===== src/rtl/ext_region_mapper.sv =====
module ext_region_mapper #(
  parameter int AW   = 32,
  parameter int DW   = 32,
  parameter int NREG = 8
) (
  input  logic                 clk,
  input  logic                 rst_n,
  input  logic                 cfg_we,
  input  logic [3*NREG-1:0]    cfg_wdata,
  output logic [3*NREG-1:0]    cfg_rdata,
  input  logic                 p_valid,
  input  logic                 p_we,
  input  logic [AW-1:0]        p_addr,
  input  logic [DW-1:0]        p_wdata,
  output logic                 p_ready,
  input  logic                 x_valid,
  input  logic                 x_we,
  input  logic [AW-1:0]        x_addr,
  input  logic [DW-1:0]        x_wdata,
  output logic                 x_ready,
  input  logic                 y_valid,
  input  logic                 y_we,
  input  logic [AW-1:0]        y_addr,
  input  logic [DW-1:0]        y_wdata,
  output logic                 y_ready,
  output logic [AW-1:0]        ea_addr,
  output logic [DW-1:0]        ea_wdata,
  output logic                 ea_we,
  output logic [2:0]           ea_strb,
  input  logic [DW-1:0]        ea_rdata,
  output logic [AW-1:0]        eb_addr,
  output logic [DW-1:0]        eb_wdata,
  output logic                 eb_we,
  output logic [2:0]           eb_strb,
  input  logic [DW-1:0]        eb_rdata,
  output logic                 ra_vld,
  output logic [1:0]           ra_spc,
  output logic [DW-1:0]        ra_data,
  output logic                 rb_vld,
  output logic [1:0]           rb_spc,
  output logic [DW-1:0]        rb_data
);
  localparam int NSP = 3;
  localparam int RB  = $clog2(NREG);
  localparam int CW  = NSP * NREG;

  logic [CW-1:0]  cfg;
  logic [NSP-1:0] vld, wen, tgt;
  logic [AW-1:0]  ad [NSP];
  logic [DW-1:0]  wd [NSP];
  logic [NSP-1:0] gnt [2];
  logic [AW-1:0]  oaddr [2];
  logic [DW-1:0]  owd [2];
  logic [1:0]     owe;
  logic [DW-1:0]  prd [2];
  logic [1:0]     rvld;
  logic [1:0]     rspc [2];
  logic [DW-1:0]  rdat [2];

  assign vld   = {y_valid, x_valid, p_valid};
  assign wen   = {y_we, x_we, p_we};
  assign ad[0] = p_addr;  assign ad[1] = x_addr;  assign ad[2] = y_addr;
  assign wd[0] = p_wdata; assign wd[1] = x_wdata; assign wd[2] = y_wdata;
  assign prd[0] = ea_rdata;
  assign prd[1] = eb_rdata;

  always_ff @(posedge clk) begin
    if (!rst_n)      cfg <= '0;
    else if (cfg_we) cfg <= cfg_wdata;
  end
  assign cfg_rdata = cfg;

  for (genvar s = 0; s < NSP; s++) begin : g_dec
    logic [NREG-1:0] row;
    assign row    = cfg[s*NREG +: NREG];
    assign tgt[s] = row[ad[s][AW-1 -: RB]];
  end

  for (genvar q = 0; q < 2; q++) begin : g_port
    logic [NSP-1:0] want;
    logic [AW-1:0]  hold;
    assign want   = vld & (q == 1 ? tgt : ~tgt);
    assign gnt[q] = {want[2] & ~want[1], want[1], want[0] & ~want[1] & ~want[2]};

    always_comb begin
      oaddr[q] = hold;
      owd[q]   = '0;
      owe[q]   = 1'b0;
      for (int s = 0; s < NSP; s++) begin
        if (gnt[q][s]) begin
          oaddr[q] = ad[s];
          owd[q]   = wd[s];
          owe[q]   = wen[s];
        end
      end
    end

    always_ff @(posedge clk) begin
      if (!rst_n) begin
        hold    <= '0;
        rvld[q] <= 1'b0;
        rspc[q] <= '0;
        rdat[q] <= '0;
      end else begin
        if (|gnt[q]) hold <= oaddr[q];
        rvld[q] <= |gnt[q] & ~owe[q];
        rspc[q] <= gnt[q][1] ? 2'd1 : gnt[q][2] ? 2'd2 : 2'd0;
        rdat[q] <= prd[q];
      end
    end
  end

  assign p_ready  = gnt[0][0] | gnt[1][0];
  assign x_ready  = gnt[0][1] | gnt[1][1];
  assign y_ready  = gnt[0][2] | gnt[1][2];
  assign ea_addr  = oaddr[0];
  assign ea_wdata = owd[0];
  assign ea_we    = owe[0];
  assign ea_strb  = gnt[0];
  assign eb_addr  = oaddr[1];
  assign eb_wdata = owd[1];
  assign eb_we    = owe[1];
  assign eb_strb  = gnt[1];
  assign ra_vld   = rvld[0];
  assign ra_spc   = rspc[0];
  assign ra_data  = rdat[0];
  assign rb_vld   = rvld[1];
  assign rb_spc   = rspc[1];
  assign rb_data  = rdat[1];
endmodule


===== config.mk =====
export PLATFORM = sky130hd
export DESIGN_NAME = ext_region_mapper
export DESIGN_NICKNAME = d
export VERILOG_FILES = /design/src/rtl/ext_region_mapper.sv
export SDC_FILE = /design/constraint.sdc
export NUM_CORES = 1
export LEC_CHECK = 0
export ABC_AREA = 0
export BUFFER_PORTS_ARGS = -buffer_cell sky130_fd_sc_hd__buf_2
export CAP_MARGIN = 30
export CORE_AREA = 2 2 203 205
export DETAILED_ROUTE_END_ITERATION = 12
export DIE_AREA = 0 0 205 207
export GPL_TIMING_DRIVEN = 0
export SLEW_MARGIN = 20
export SYNTH_ARGS = -nofsm -noshare
export SYNTH_HDL_FRONTEND = slang
export SYNTH_SLANG_ARGS = --single-unit

===== constraint.sdc =====
create_clock -name clk -period 6.4 [get_ports clk]
set_clock_uncertainty 0.15 [all_clocks]
set_input_delay 0.96 -clock clk [delete_from_list [all_inputs] [get_ports clk]]
set_output_delay 0.96 -clock clk [all_outputs]
set_load 0.03 [all_outputs]

## Word-level counts from Yosys, hierarchy flattened

Memories as Yosys holds them, arrays and structs flattened.
Cells that the tools add are included.

| operators by class | value |
|---|---|
| reductions and logical operators | 2 |
| magnitude comparators | 3 |
| bitwise logic cells | 24 |
| multiplexer cells | 34 |

Operators with widths:

| operator | number |
|---|---|
| 32-bit 2-to-1 mux | 14 |
| 3-bit by 4-bit < comparator with 1-bit output, second input constant | 3 |
| 2-bit 2-to-1 mux | 6 |
| 1-bit 2-to-1 mux | 11 |
| 1-bit binary-select mux with 3-bit select | 3 |
| 1-bit AND | 8 |
| 1-bit bitwise OR | 7 |
| 3-bit AND | 2 |
| 1-bit NOT | 6 |
| 3-bit OR reduction | 2 |
| 3-bit NOT | 1 |

| word-level totals | value |
|---|---|
| output and inout bits | 233 |
| input bits | 289 |
| word-level logic and storage cells | 70 |
| memories | 2 |
| register bits after elaboration | 90 |
| RAM bits | 68 |

Memory list:

| name | depth | bits a word | rd ports | clocked after memory_dff | write ports | line | text |
|---|---|---|---|---|---|---|---|
| rdat | 2 | 32 | 2 | 0 | 2 | 58 | `logic [DW-1:0] rdat [2];` |
| rspc | 2 | 2 | 2 | 0 | 2 | 57 | `logic [1:0] rspc [2];` |

## Logic depth before layout (Yosys ltp)

Gate-level depths: netlist (run 1).

| depth | value |
|---|---|
| depth in word-level cells | 12 |
| depth in mapped cells | 10 |
| gate-level depth less buffers | 7 |

## Worst setup path after synthesis (run 1)

Ideal clock, no wire load.

| timing | value |
|---|---|
| kind | in2out |
| from | in y_addr[29] |
| to | out ea_wdata[10] |
| data required time | 5.290 ns |
| stages | 8 |
| slack | 2.078 ns |
| arrival time | 3.212 ns |
| buffers on the path | 3 |
| cells stage by stage | buf_2 mux2_1 a2bb2oi_2 a21boi_1 buf_2 clkbuf_1 a22oi_1 o21ai_0 |

| on the way | value |
|---|---|
| cells in the longest elaborated chain, start to end | 9 |
| elaborated cells on any way between the ends | 10 |
| those cells by class | mux (5); bitwise (5) |

Ends and longest elaborated chain:

| element | line | text |
|---|---|---|
| start: declaration | 23 | `input logic [AW-1:0] y_addr,` |
| 1-bit binary-select mux with 3-bit select * | 76 | `assign tgt[s] = row[ad[s][AW-1 -: RB]];` |
| 1-bit 2-to-1 mux (implied by the code) * | 76 |  |
| 3-bit NOT * | n/a |  |
| 3-bit AND * | 82 | `assign want = vld & (q == 1 ? tgt : ~tgt);` |
| 1-bit NOT | 83 | `assign gnt[q] = {want[2] & ~want[1], want[1], want[0] & ~want[1] & ~want[2]};` |
| 1-bit AND | 83 |  |
| 32-bit 2-to-1 mux (2 in a row) | 90 | `if (gnt[q][s]) begin` |
| 32-bit 2-to-1 mux * | 90 |  |
| end: declaration | 27 | `output logic [DW-1:0] ea_wdata,` |

Every way passes the cells marked *; elsewhere a longest branch is shown, timed or not. The select of a mux whose other input is x is not followed.

## Worst setup path after layout (run 1)

| timing | value |
|---|---|
| from | in x_addr[29] |
| to | out eb_wdata[13] |

| on the way | value |
|---|---|
| cells in the longest elaborated chain, start to end | 9 |
| elaborated cells on any way between the ends | 10 |
| those cells by class | mux (5); bitwise (5) |

Ends and longest elaborated chain:

| element | line | text |
|---|---|---|
| start: declaration | 18 | `input logic [AW-1:0] x_addr,` |
| 1-bit binary-select mux with 3-bit select * | 76 |  |
| 1-bit 2-to-1 mux (implied by the code) * | 76 |  |
| 3-bit AND * | 82 |  |
| 1-bit NOT | 83 |  |
| 1-bit AND (2 in a row) | 83 |  |
| 32-bit 2-to-1 mux (2 in a row) | 90 |  |
| 32-bit 2-to-1 mux * | 90 |  |
| end: declaration | 32 | `output logic [DW-1:0] eb_wdata,` |

Marked as above.

==> impl_results.md, run 1 <==
- P_int: a little over 2000 µW
- Fraction of registers with async set/reset: 0%
- P&R area growth vs syn: 48.0%
- Crit-path slowest cell: clkbuf_1
- Global-route total usage across every layer: about 23%
- Final Cycle Share: between 80 and 90%
- HP Class: flop to flop
- Yosys top cell by area: dfxtp_1
- Synth top cells by count: nor2_1, dfxtp_1, and2_1, clkbuf_1, nand2_1
- Post-CTS sizing: 0
- Max Cap Viol: 0
- Net Count, Synth: 1280
- Post-synth top area share: approximately two fifths
- CP endpoint kind: output pin
- Worst r2r src: cfg_rdata[10]$_SDFFE_PN0P_
- Hpwl dp: around 39 mm
- Critical path arrival: between 4 and 5 ns
- # IOs: roughly 520
- First-pass GRT wire length: around 70 mm
- First-iteration detailed-routing DRC count: 798
- Starting Density: just over 20%
- Core Footprint: between 40000 and 50000 µm²
- Status: completed
- Worst Max-Slew Pin Slew: a little under 1 ns
- Final net count: about 1800
- H-tree lvl count: 4
- CTS Buffer Depth: 2
- Fin. Hold Viols: 0
- Via count: 10300
- I/O Buffers: just over 500
- Largest net degree at the start of global routing: 17
- Vias in the first global route: between 10000 and 15000
- WS Path Type: input pin to output pin
- Static Leak: a little under 0.006 µW
- Slew Limit Fails: 0
- Hold buffers post-CTS: 0
- Critical Path Max Stage Delay: 0.77 ns
- Cell area after synthesis: 8190 µm²
- Worst min-delay path startpoint: g_port[0].hold[30]$_SDFFE_PN0P_
- CP Max Fanout: 10
- Sequential share of power: 31.9%
- Synth warnings: 0
- Pre-antenna DRT Iters: 6
- Cell Rows: between 70 and 80
- Max Freq: about 190 MHz
- Clock period minus worst slack: about 5.4 ns
- Die W: roughly 210 µm
- Drt total wl: roughly 50 mm
- CTS clk-pin slew, worst paths: 0.08 ns
- Worst vdd ir: about 0.00018 V
- Post-layout util: between 30 and 40%
- Most common cell in the netlist: nor2_1
- Post-synth EDFFs: 0
- FF+latch count, synth: 158
- Layout cells sized above 1: around two fifths
- Startpoint Class: input pin
- WHS Path Cells: 2
- Relative slew margins: about a third
- DRC Markers: 0
- Sw Share: 39.7%
- Vias per inst: slightly below 5
- Die ar.: roughly 42000 µm²
- Worst reg2reg path depth: 7
- GRT overflow: 0
- Combinational share of power: 35.9%
- RSZ-0062 raised after global routing: no
- Pwr dens: between 200 and 300 nW/µm²
- Antenna violations before repair: 24
- Top_reg_cell synth: dfxtp_1
- CTS root buf: clkbuf_16
- DIE HEIGHT: 207 µm
- Clock sink count: 158
- Antenna Nets Post-Route: 0
- Clk Latency, worst-skew pair: ~0.45 ns
- Clk network pwr share: 32.2%
- Final setup violation count: 0
- Avg Inst Size Synth: 8.26 µm²
- WP data required: ~5.3 ns
- Setup Fix Bufs, Post-CTS: 0
- P_sw: 1360 µW
- Setup TNS: 0 ns
- CTS tree: yes
- Register area share after synthesis: 38.6%
- WL/cell: 23.7 µm
- Critical path cell sequence: buf_2, mux4_2, or2_1, nand3_1, inv_2, clkbuf_1, clkbuf_1, a221oi_1, nor2_1, buf_2
- Synth top area cells: dfxtp_1, mux2i_1, nor2_1, and2_1, a221oi_1
- Worst Setup SP: x_addr[29]
- Mapped Cells: slightly below 1000
- Post-synth cell types: 46
- # fillers: roughly 4400
- TritonCTS buffer count: 17
- Gp weighted congestion: 0.963
-- power groups by stage --
stage / clock network [µW] / registers (µW) / logic [µW]
final: 1100 / 1090 / 1230
after floorplan: 0 / 1170 / 669
after global placement: 0 / 1110 / 1220
after global routing: 1160 / 1100 / 1310
after CTS: 1120 / 1090 / 1230
after detailed placement: 0 / 1110 / 1220
-- final timing paths --
kind / to / slack, ns
hold reg to reg: g_port[0].hold[30]$_SDFFE_PN0P_ / 0.33
setup / recovery: eb_wdata[13] / 1.02
setup reg to reg: rspc[1][1]$_SDFF_PP0_ / 3.25
hold / removal: g_port[0].hold[30]$_SDFFE_PN0P_ / 0.33
-- critical path: cells and delay by family --
family / cells / cell delay, ns
buf+inv: 5 / 2.07
simple gates: 3 / 0.71
mux: 1 / 0.36
compound gates: 1 / 0.15
-- sequential cells by signal, indices dropped and copies added (netlist names) --
register,flops
rdat,64
rb_vld,1
rspc,4
ra_vld,1
g_port.hold,64
cfg_rdata,24
-- routing by layer --
layer	GRT usage [%]	part of all wire (%)
met1	24.2	37
met2	41.6	51
met3	6.81	8.9
met4	8.76	3.6
met5	0	0.085
-- kinds of logic (layout without fill, tap and decap cells) --
kind of cell / count (synthesis) / after routing / synth area share, %
DFF: 158 / 158 / 38.6
and+or+nand+nor: 353 / 353 / 19.7
AOI/OAI and AO/OA: 302 / 302 / 26.9
muxes: 70 / 70 / 8.94
buffers and inverters: 108 / 657 / 5.81
other: 0 / 14 / 0
-- area by class of cell --
class	instances	area, µm²	area share, %
Multi-Input combinational cell	725	4550	37.6
Sequential cell	158	3160	26.1
Timing Repair Buffer	517	2600	21.4
Tap cell	532	666	5.50
Buffer	104	460	3.80
Clock buffer	18	439	3.63
Clock inverter	14	183	1.51
Antenna cell	14	35.0	0.289
Inverter	4	15.0	0.124
-- metrics by stage --
| step | power (µW) | instance area (µm²) | worst slack [ns] | hold slack [ns] | instances |
|---|---|---|---|---|---|
| finish | 3410 | 12100 | 1.02 | 0.329 | 2086 |
| global route | 3560 | 12100 | 0.843 | 0.342 | 2083 |
| CTS | 3440 | 12100 | 1.02 | 0.328 | 2072 |
| detailed placement | 2330 | 11500 | 1.02 | 0.314 | 2040 |
| global placement | 2330 | 11400 | 1.01 | 0.309 | 2039 |
| floorplan | 1840 | 8190 | 2.08 | 0.296 | 991 |
-- layout by cell type (no fill, tap or decap), types with 4 or more instances in the layout --
| cell | n |
|---|---|
| clkbuf_16 | 17 |
| clkbuf_1 | 74 |
| o2bb2ai_1 | 28 |
| a311oi_1 | 28 |
| nand2_1 | 73 |
| diode_2 | 14 |
| nor3_1 | 5 |
| and2_1 | 97 |
| o21ai_1 | 22 |
| a221oi_1 | 36 |
| mux2_2 | 4 |
| nand3_1 | 4 |
| clkinv_4 | 4 |
| nor2_1 | 164 |
| mux2i_1 | 63 |
| a22o_1 | 30 |
| buf_2 | 536 |
| buf_6 | 4 |
| dfxtp_1 | 158 |
| a31oi_1 | 30 |
| a21oi_1 | 31 |
| o21ai_0 | 14 |
| a22oi_1 | 33 |
| o22ai_1 | 32 |
| buf_4 | 4 |
| nor2b_1 | 4 |
Note: power is estimated with default switching activity, not from simulation.
==> inputs of run 2 (changes only) <==
--- a/config.mk
+++ b/config.mk
@@ -8,9 +8,9 @@
 export ABC_AREA = 0
 export BUFFER_PORTS_ARGS = -buffer_cell sky130_fd_sc_hd__buf_2
 export CAP_MARGIN = 30
-export CORE_AREA = 2 2 203 205
+export CORE_AREA = 2 2 200 202
 export DETAILED_ROUTE_END_ITERATION = 12
-export DIE_AREA = 0 0 205 207
+export DIE_AREA = 0 0 202 204
 export GPL_TIMING_DRIVEN = 0
 export SLEW_MARGIN = 20
 export SYNTH_ARGS = -nofsm -noshare
==> constraint.sdc (replaced) <==
create_clock -name clk -period 5 [get_ports clk]
set_clock_uncertainty 0.15 [all_clocks]
set_input_delay 0.75 -clock clk [delete_from_list [all_inputs] [get_ports clk]]
set_output_delay 0.75 -clock clk [all_outputs]
set_load 0.03 [all_outputs]
==> run 2 against run 1 <==
Sequential power is 28% higher. Worst setup slack got worse by 0.79 ns. Non-clock buffer count is 1 lower. Largest cell class unchanged.
==> impl_results.md, run 2 (synthesis gave the netlist of run 1 again) <==
- Status: completed (unchanged)
- Clk Latency, worst-skew pair: 0.45 ns (about the same)
- Die W: 202 µm (was 205 µm)
- Hold buffers post-CTS: 0 (unchanged)
- Setup ws final: 0.231 ns (was 1.02 ns)
- Clock sink count: 158 (unchanged)
- Layout cells sized above 1: 38.3% (was 38.4%)
- DIE HEIGHT: 204 µm (was 207 µm)
- Dpl cell area: 11400 µm² (was 11500 µm²)
- H-tree lvl count: 4 (unchanged)
- Post-CTS sizing: 0 (unchanged)
- Final Cycle Share: about 95%
- First-iteration detailed-routing DRC count: 675 (was 798)
- CTS tree: yes (unchanged)
- Vias per inst: 4.99 (was 4.92)
- Static Leak: 0.00587 µW (was 0.00589 µW)
- CTS clk-pin slew, worst paths: 0.07 ns (was 0.08 ns)
- Antenna violations before repair: 19 (was 24)
- WHS Path Cells: 2 (unchanged)
- Worst vdd ir: 0.000188 V (was 0.000177 V)
- Largest net degree at the start of global routing: 18 (was 17)
- Crit Reg-Reg Endpoint: g_port[0].hold[27]$_SDFFE_PN0P_ (was rspc[1][1]$_SDFF_PP0_)
- Pwr Total: 4290 µW (was 3410 µW)
- Pre-antenna DRT Iters: 5 (was 6)
- CP endpoint kind: output pin (unchanged)
- Cell Rows: 73 (was 74)
- CP Max Fanout: 10 (unchanged)
- Drt total wl: 47.2 mm (was 49.5 mm)
- HP Class: flop to flop (unchanged)
- Hpwl dp: 38.0 mm (was 39.3 mm)
- P&R area growth vs syn: 46.9% (was 48.0%)
- RSZ-0062 raised after global routing: no (unchanged)
- Setup TNS: 0 ns (unchanged)
- Clock period minus worst slack: 4.77 ns
- Critical path arrival: 3.87 ns (was 4.27 ns)
- Via count: 10300 (about the same)
- Max Cap Viol: 0 (unchanged)
- Final net count: 1815 (was 1816)
- Most frequent cells in the layout: buf_2, nor2_1, dfxtp_1, and2_1, clkbuf_1 (unchanged)
- CTS root buf: clkbuf_16 (unchanged)
- Global-route total usage across every layer: 22.1% (was 22.7%)
- Fin. Hold Viols: 0 (unchanged)
- Most common cell after layout, fill and taps aside: buf_2 (unchanged)
- First-pass GRT wire length: 67.6 mm (was 70.0 mm)
- Worst reg2reg path depth: 9 (was 7)
- Relative slew margins: 35.0% (was 34.8%)
- Min Hold Slack: 0.323 ns (was 0.329 ns)
- Vias in the first global route: 10300 (about the same)
- WL/cell: 22.9 µm (was 23.7 µm)
- WS Path Type: input pin to output pin (unchanged)
- Core Footprint: 39200 µm² (was 40400 µm²)
- Final setup violation count: 0 (unchanged)
- # IOs: 522 (unchanged)
- Startpoint Class: input pin (unchanged)
- Placement Setup Slack: 0.193 ns (was 1.02 ns)
- Cell mode on critical path: buf_2
- DRC Markers: 0 (unchanged)
- Worst r2r src: cfg_rdata[8]$_SDFFE_PN0P_ (was cfg_rdata[10]$_SDFFE_PN0P_)
- End of the worst hold path: g_port[0].hold[30]$_SDFFE_PN0P_ (unchanged)
- Critical Path Max Stage Delay: 0.54 ns (was 0.77 ns)
- Max Freq: 210 MHz
- Critical path cell sequence: buf_2, mux4_2, nor2_1, o21ai_2, inv_2, buf_2, buf_2, clkbuf_1, nand2_1, o21ai_1, buf_2 (was buf_2, mux4_2, or2_1, nand3_1, inv_2, clkbuf_1, clkbuf_1, a221oi_1, nor2_1, buf_2)
- WP data required: 4.10 ns (was 5.29 ns)
- Crit-path slowest cell: mux4_2 (was clkbuf_1)
- R2R setup slack: 1.98 ns (was 3.25 ns)
- Worst Max-Slew Pin Slew: 0.975 ns (was 0.978 ns)
- Slew Limit Fails: 0 (unchanged)
- CTS Buffer Depth: 2 (unchanged)
- GRT overflow: 0 (unchanged)
- Setup Fix Bufs, Post-CTS: 0 (unchanged)
- Die ar.: 41200 µm² (was 42400 µm²)
- Cell area after layout: 12000 µm² (was 12100 µm²)
- Starting Density: 20.9% (was 20.3%)
- Antenna Nets Post-Route: 0 (unchanged)
- TritonCTS buffer count: 17 (unchanged)
- Pwr dens: 357 nW/µm² (was 282 nW/µm²)
- I/O Buffers: 516 (unchanged)
- Gp weighted congestion: 0.995 (was 0.963)
- Worst min-delay path startpoint: g_port[0].hold[30]$_SDFFE_PN0P_ (unchanged)
## run 2: cell count changes in the layout (fill, tap and decap cells not counted), moves of 2 or more
| cell | previous run | this run |
|---|---|---|
| inv_6 | 3 | 6 |
| clkinv_4 | 4 | 1 |
| diode_2 | 14 | 2 |
| bufinv_16 | 3 | 1 |
| inv_8 | 1 | 5 |
## run 2: worst max-delay path, delay by kind of cell
family | cells | cell delay (ns)
AOI/OAI and AO/OA | 2 | 0.43
and+or+nand+nor | 2 | 0.26
buffers and inverters | 6 | 1.86
muxes | 1 | 0.54
## run 2: final cells by class
class,count,area (µm²)
inverter,4,15.0
buffer,104,460
fill,4293,27200
timing repair buffer,516,2580
clock buffer,17,425
clock inverter,15,163
antenna,2,5.00
tap,525,657
sequential,158,3160
multi-input combinational,725,4550
## run 2: layer usage
metal | share of wire [%] | up-vias | global-route usage (%) | wire length [µm]
met5 | 0.14 | - | 0 | 65
met4 | 2.3 | 10 | 5.78 | 1100
met3 | 7.9 | 96 | 5.36 | 3740
met2 | 52 | 592 | 41.8 | 24400
met1 | 38 | 4959 | 24.6 | 17900
li1 | - | 4656 | - | -
## run 2: how the worst max path moves through the flow
stage / startpoint / to / slack (ns) / depth (start not counted)
3_5_place_dp: x_addr[29] / eb_wdata[30] / 0.19 / 9
6_report: x_addr[29] / ea_wdata[22] / 0.23 / 11
3_3_place_gp: x_addr[29] / ea_wdata[22] / 0.18 / 11
5_1_grt: x_addr[30] / ea_wdata[22] / 0.04 / 11
4_1_cts: x_addr[29] / eb_wdata[30] / 0.17 / 9
2_1_floorplan: y_addr[29] / ea_wdata[10] / 1.10 / 8
## run 2: where the power goes
group	leakage [µW]	switching, µW	internal [µW]
Sequential	0.00131	37.8	1360
Combinational	0.00427	1080	468
Clock	0.000285	635	712
## run 2: stage by stage
step	std cells	utilization, %
2_1_floorplan	991	-
3_3_place_gp	2032	29.2
3_5_place_dp	2032	29.2
4_1_cts	2064	30.7
5_1_grt	2065	30.7
6_report	2066	30.7
==> inputs of run 3 (changes only) <==
--- a/config.mk
+++ b/config.mk
@@ -12,6 +12,7 @@
 export DETAILED_ROUTE_END_ITERATION = 12
 export DIE_AREA = 0 0 202 204
 export GPL_TIMING_DRIVEN = 0
+export RECOVER_POWER = 50
 export SLEW_MARGIN = 20
 export SYNTH_ARGS = -nofsm -noshare
 export SYNTH_HDL_FRONTEND = slang
==> run 3 against run 2 <==
First-iteration DRC count up 1.6%. Die area is the same. Critical endpoint is now eb_wdata[30]. Highest routed layer unchanged. Critical path depth fell by 1. Non-clock buffer count unchanged. Clock-buffer cell count unchanged.
==> impl_results.md, run 3 (synthesis gave the netlist of run 1 again) <==
- # IOs: 522 (unchanged)
- Combinational share of power: 35.8% (was 36.1%)
- Most common cell after layout, fill and taps aside: buf_2 (unchanged)
- P&R area growth vs syn: 45.2% (was 46.9%)
- Min Hold Slack: 0.323 ns (about the same)
- WS Path Type: input pin to output pin (unchanged)
- Hold buffers post-CTS: 0 (unchanged)
- Vias per inst: 5.00 (was 4.99)
- Worst vdd ir: 0.000188 V (about the same)
- Final Cycle Share: 96.7% (was 95.4%)
- Max Cap Viol: 0 (unchanged)
- CP Max Fanout: 10 (unchanged)
- Starting Density: 20.9% (unchanged)
- Final net count: 1815 (unchanged)
- R2R setup slack: 1.78 ns (was 1.98 ns)
- Clk Latency, worst-skew pair: 0.45 ns (about the same)
- Core Footprint: 39200 µm² (unchanged)
- DRC Markers: 0 (unchanged)
- RSZ-0062 raised after global routing: no (unchanged)
- Setup TNS: 0 ns (unchanged)
- Pwr dens: 360 nW/µm² (was 357 nW/µm²)
- CTS Buffer Depth: 2 (unchanged)
- Slew Limit Fails: 0 (unchanged)
- CTS root buf: clkbuf_16 (unchanged)
- Sw Share: 41.1% (was 40.9%)
- Pre-antenna DRT Iters: 7 (was 5)
- Crit Reg-Reg Endpoint: g_port[0].hold[22]$_SDFFE_PN0P_ (was g_port[0].hold[27]$_SDFFE_PN0P_)
- H-tree lvl count: 4 (unchanged)
- Status: completed (unchanged)
- Gp weighted congestion: 0.995 (unchanged)
- Antenna violations before repair: 19 (unchanged)
- WP data required: 4.10 ns (about the same)
- Cell Rows: 73 (unchanged)
- Clk network pwr share: 31.6% (was 31.4%)
- Layout cells sized above 1: 32.0% (was 38.3%)
- CTS tree: yes (unchanged)
- Sequential share of power: 32.6% (was 32.5%)
- WL/cell: 22.9 µm (about the same)
- First-pass GRT wire length: 67.6 mm (unchanged)
- Die ar.: 41200 µm² (unchanged)
- Hpwl dp: 38.0 mm (unchanged)
- GRT overflow: 0 (unchanged)
- I/O Buffers: 516 (unchanged)
- TritonCTS buffer count: 17 (unchanged)
- P_int: 2520 µW (was 2540 µW)
- Relative slew margins: 29.0% (was 35.0%)
- Worst Setup SP: x_addr[29] (unchanged)
- Post-CTS sizing: 0 (unchanged)
- Setup Fix Bufs, Post-CTS: 0 (unchanged)
- CTS clk-pin slew, worst paths: 0.07 ns (about the same)
- Worst r2r src: cfg_rdata[9]$_SDFFE_PN0P_ (was cfg_rdata[8]$_SDFFE_PN0P_)
- Worst Max-Slew Pin Slew: 1.06 ns (was 0.975 ns)
- Max Freq: 207 MHz (was 210 MHz)
- Startpoint Class: input pin (unchanged)
- Global-route total usage across every layer: 22.1% (unchanged)
- Via count: 10300 (about the same)
- # fillers: 4328 (was 4293)
- Drt total wl: 47.3 mm (was 47.2 mm)
- DIE HEIGHT: 204 µm (unchanged)
- CP Capture Point: eb_wdata[30] (was ea_wdata[22])
- P_sw: 1760 µW (was 1750 µW)
- HP Class: flop to flop (unchanged)
- Final setup violation count: 0 (unchanged)
- Fin. Hold Viols: 0 (unchanged)
- Antenna Nets Post-Route: 0 (unchanged)
- Die W: 202 µm (unchanged)
- Clock period minus worst slack: 4.84 ns (was 4.77 ns)
- Critical path arrival: 3.94 ns (was 3.87 ns)
- Most frequent cells in the layout: buf_2, clkbuf_1, nor2_1, dfxtp_1, nand2_1 (was buf_2, nor2_1, dfxtp_1, and2_1, clkbuf_1)
- Worst reg2reg path depth: 8 (was 9)
- Clock sink count: 158 (unchanged)
- Vias in the first global route: 10300 (unchanged)
- Largest net degree at the start of global routing: 18 (unchanged)
- CP endpoint kind: output pin (unchanged)
- Static Leak: 0.00549 µW (was 0.00587 µW)
- First-iteration detailed-routing DRC count: 686 (was 675)
run 3: cell types whose count changed in the layout (fill, tap and decap cells not counted), moves of 35 or more:
cell	delta
and2_1	-35
buf_2	-95
clkbuf_1	+95
and2_0	+35
run 3: power groups by stage:
stage / combinational (µW) / clock [µW] / sequential, µW
floorplan: 856 / 0 / 1500
global placement: 1540 / 0 / 1420
detailed placement: 1550 / 0 / 1420
CTS: 1550 / 1380 / 1390
global route: 1630 / 1430 / 1400
finish: 1530 / 1350 / 1390
run 3: cell type report:
type                    instances  area (µm²)  area share (%)
repair buffers                516        2460            20.7
well taps                     525         657            5.53
diodes                          2        5.00          0.0421
multi-input cells             725        4540            38.2
clock inverters                15         163            1.37
flip-flops and latches        158        3160            26.6
clock buffers                  17         425            3.58
plain buffers                 104         460            3.87
inverters                       4        15.0           0.126
run 3: routing by layer:
layer	GRT usage [%]	up-vias	wire length, µm
met5	0	-	65
li1	-	4661	-
met3	5.36	95	3830
met1	24.6	4965	18000
met4	5.78	10	1090
met2	41.8	601	24300
run 3: worst min-delay path by stage:
stage / end / startpoint / slack [ns] / depth (start not counted)
3_5_place_dp: g_port[1].hold[28]$_SDFFE_PN0P_ / g_port[1].hold[28]$_SDFFE_PN0P_ / 0.31 / 1
2_1_floorplan: g_port[0].hold[29]$_SDFFE_PN0P_ / g_port[0].hold[29]$_SDFFE_PN0P_ / 0.30 / 2
4_1_cts: g_port[0].hold[30]$_SDFFE_PN0P_ / g_port[0].hold[30]$_SDFFE_PN0P_ / 0.32 / 2
3_3_place_gp: g_port[0].hold[29]$_SDFFE_PN0P_ / g_port[0].hold[29]$_SDFFE_PN0P_ / 0.31 / 2
5_1_grt: rdat[0][28]$_SDFF_PN0_ / ea_rdata[28] / 0.34 / 2
6_report: g_port[0].hold[30]$_SDFFE_PN0P_ / g_port[0].hold[30]$_SDFFE_PN0P_ / 0.32 / 2
run 3: metrics by stage:
stage	instances	utilization [%]	power, µW	cell area (µm²)	setup slack, ns
4_1_cts	2064	30.7	4320	12000	0.173
6_report	2066	30.3	4280	11900	0.163
5_1_grt	2065	30.3	4470	11900	0.0443
3_5_place_dp	2032	29.2	2970	11400	0.193
2_1_floorplan	991	-	2360	8190	1.10
3_3_place_gp	2032	29.2	2960	11400	0.181
run 3: critical path, stage by stage:
cell      delay [ns]
buf_2           0.16
mux4_2          0.37
or2_1           0.10
nand3_1         0.23
inv_1           0.45
clkbuf_1        0.67
clkbuf_1        0.52
a221oi_1        0.11
nor2_1          0.28
buf_2           0.26
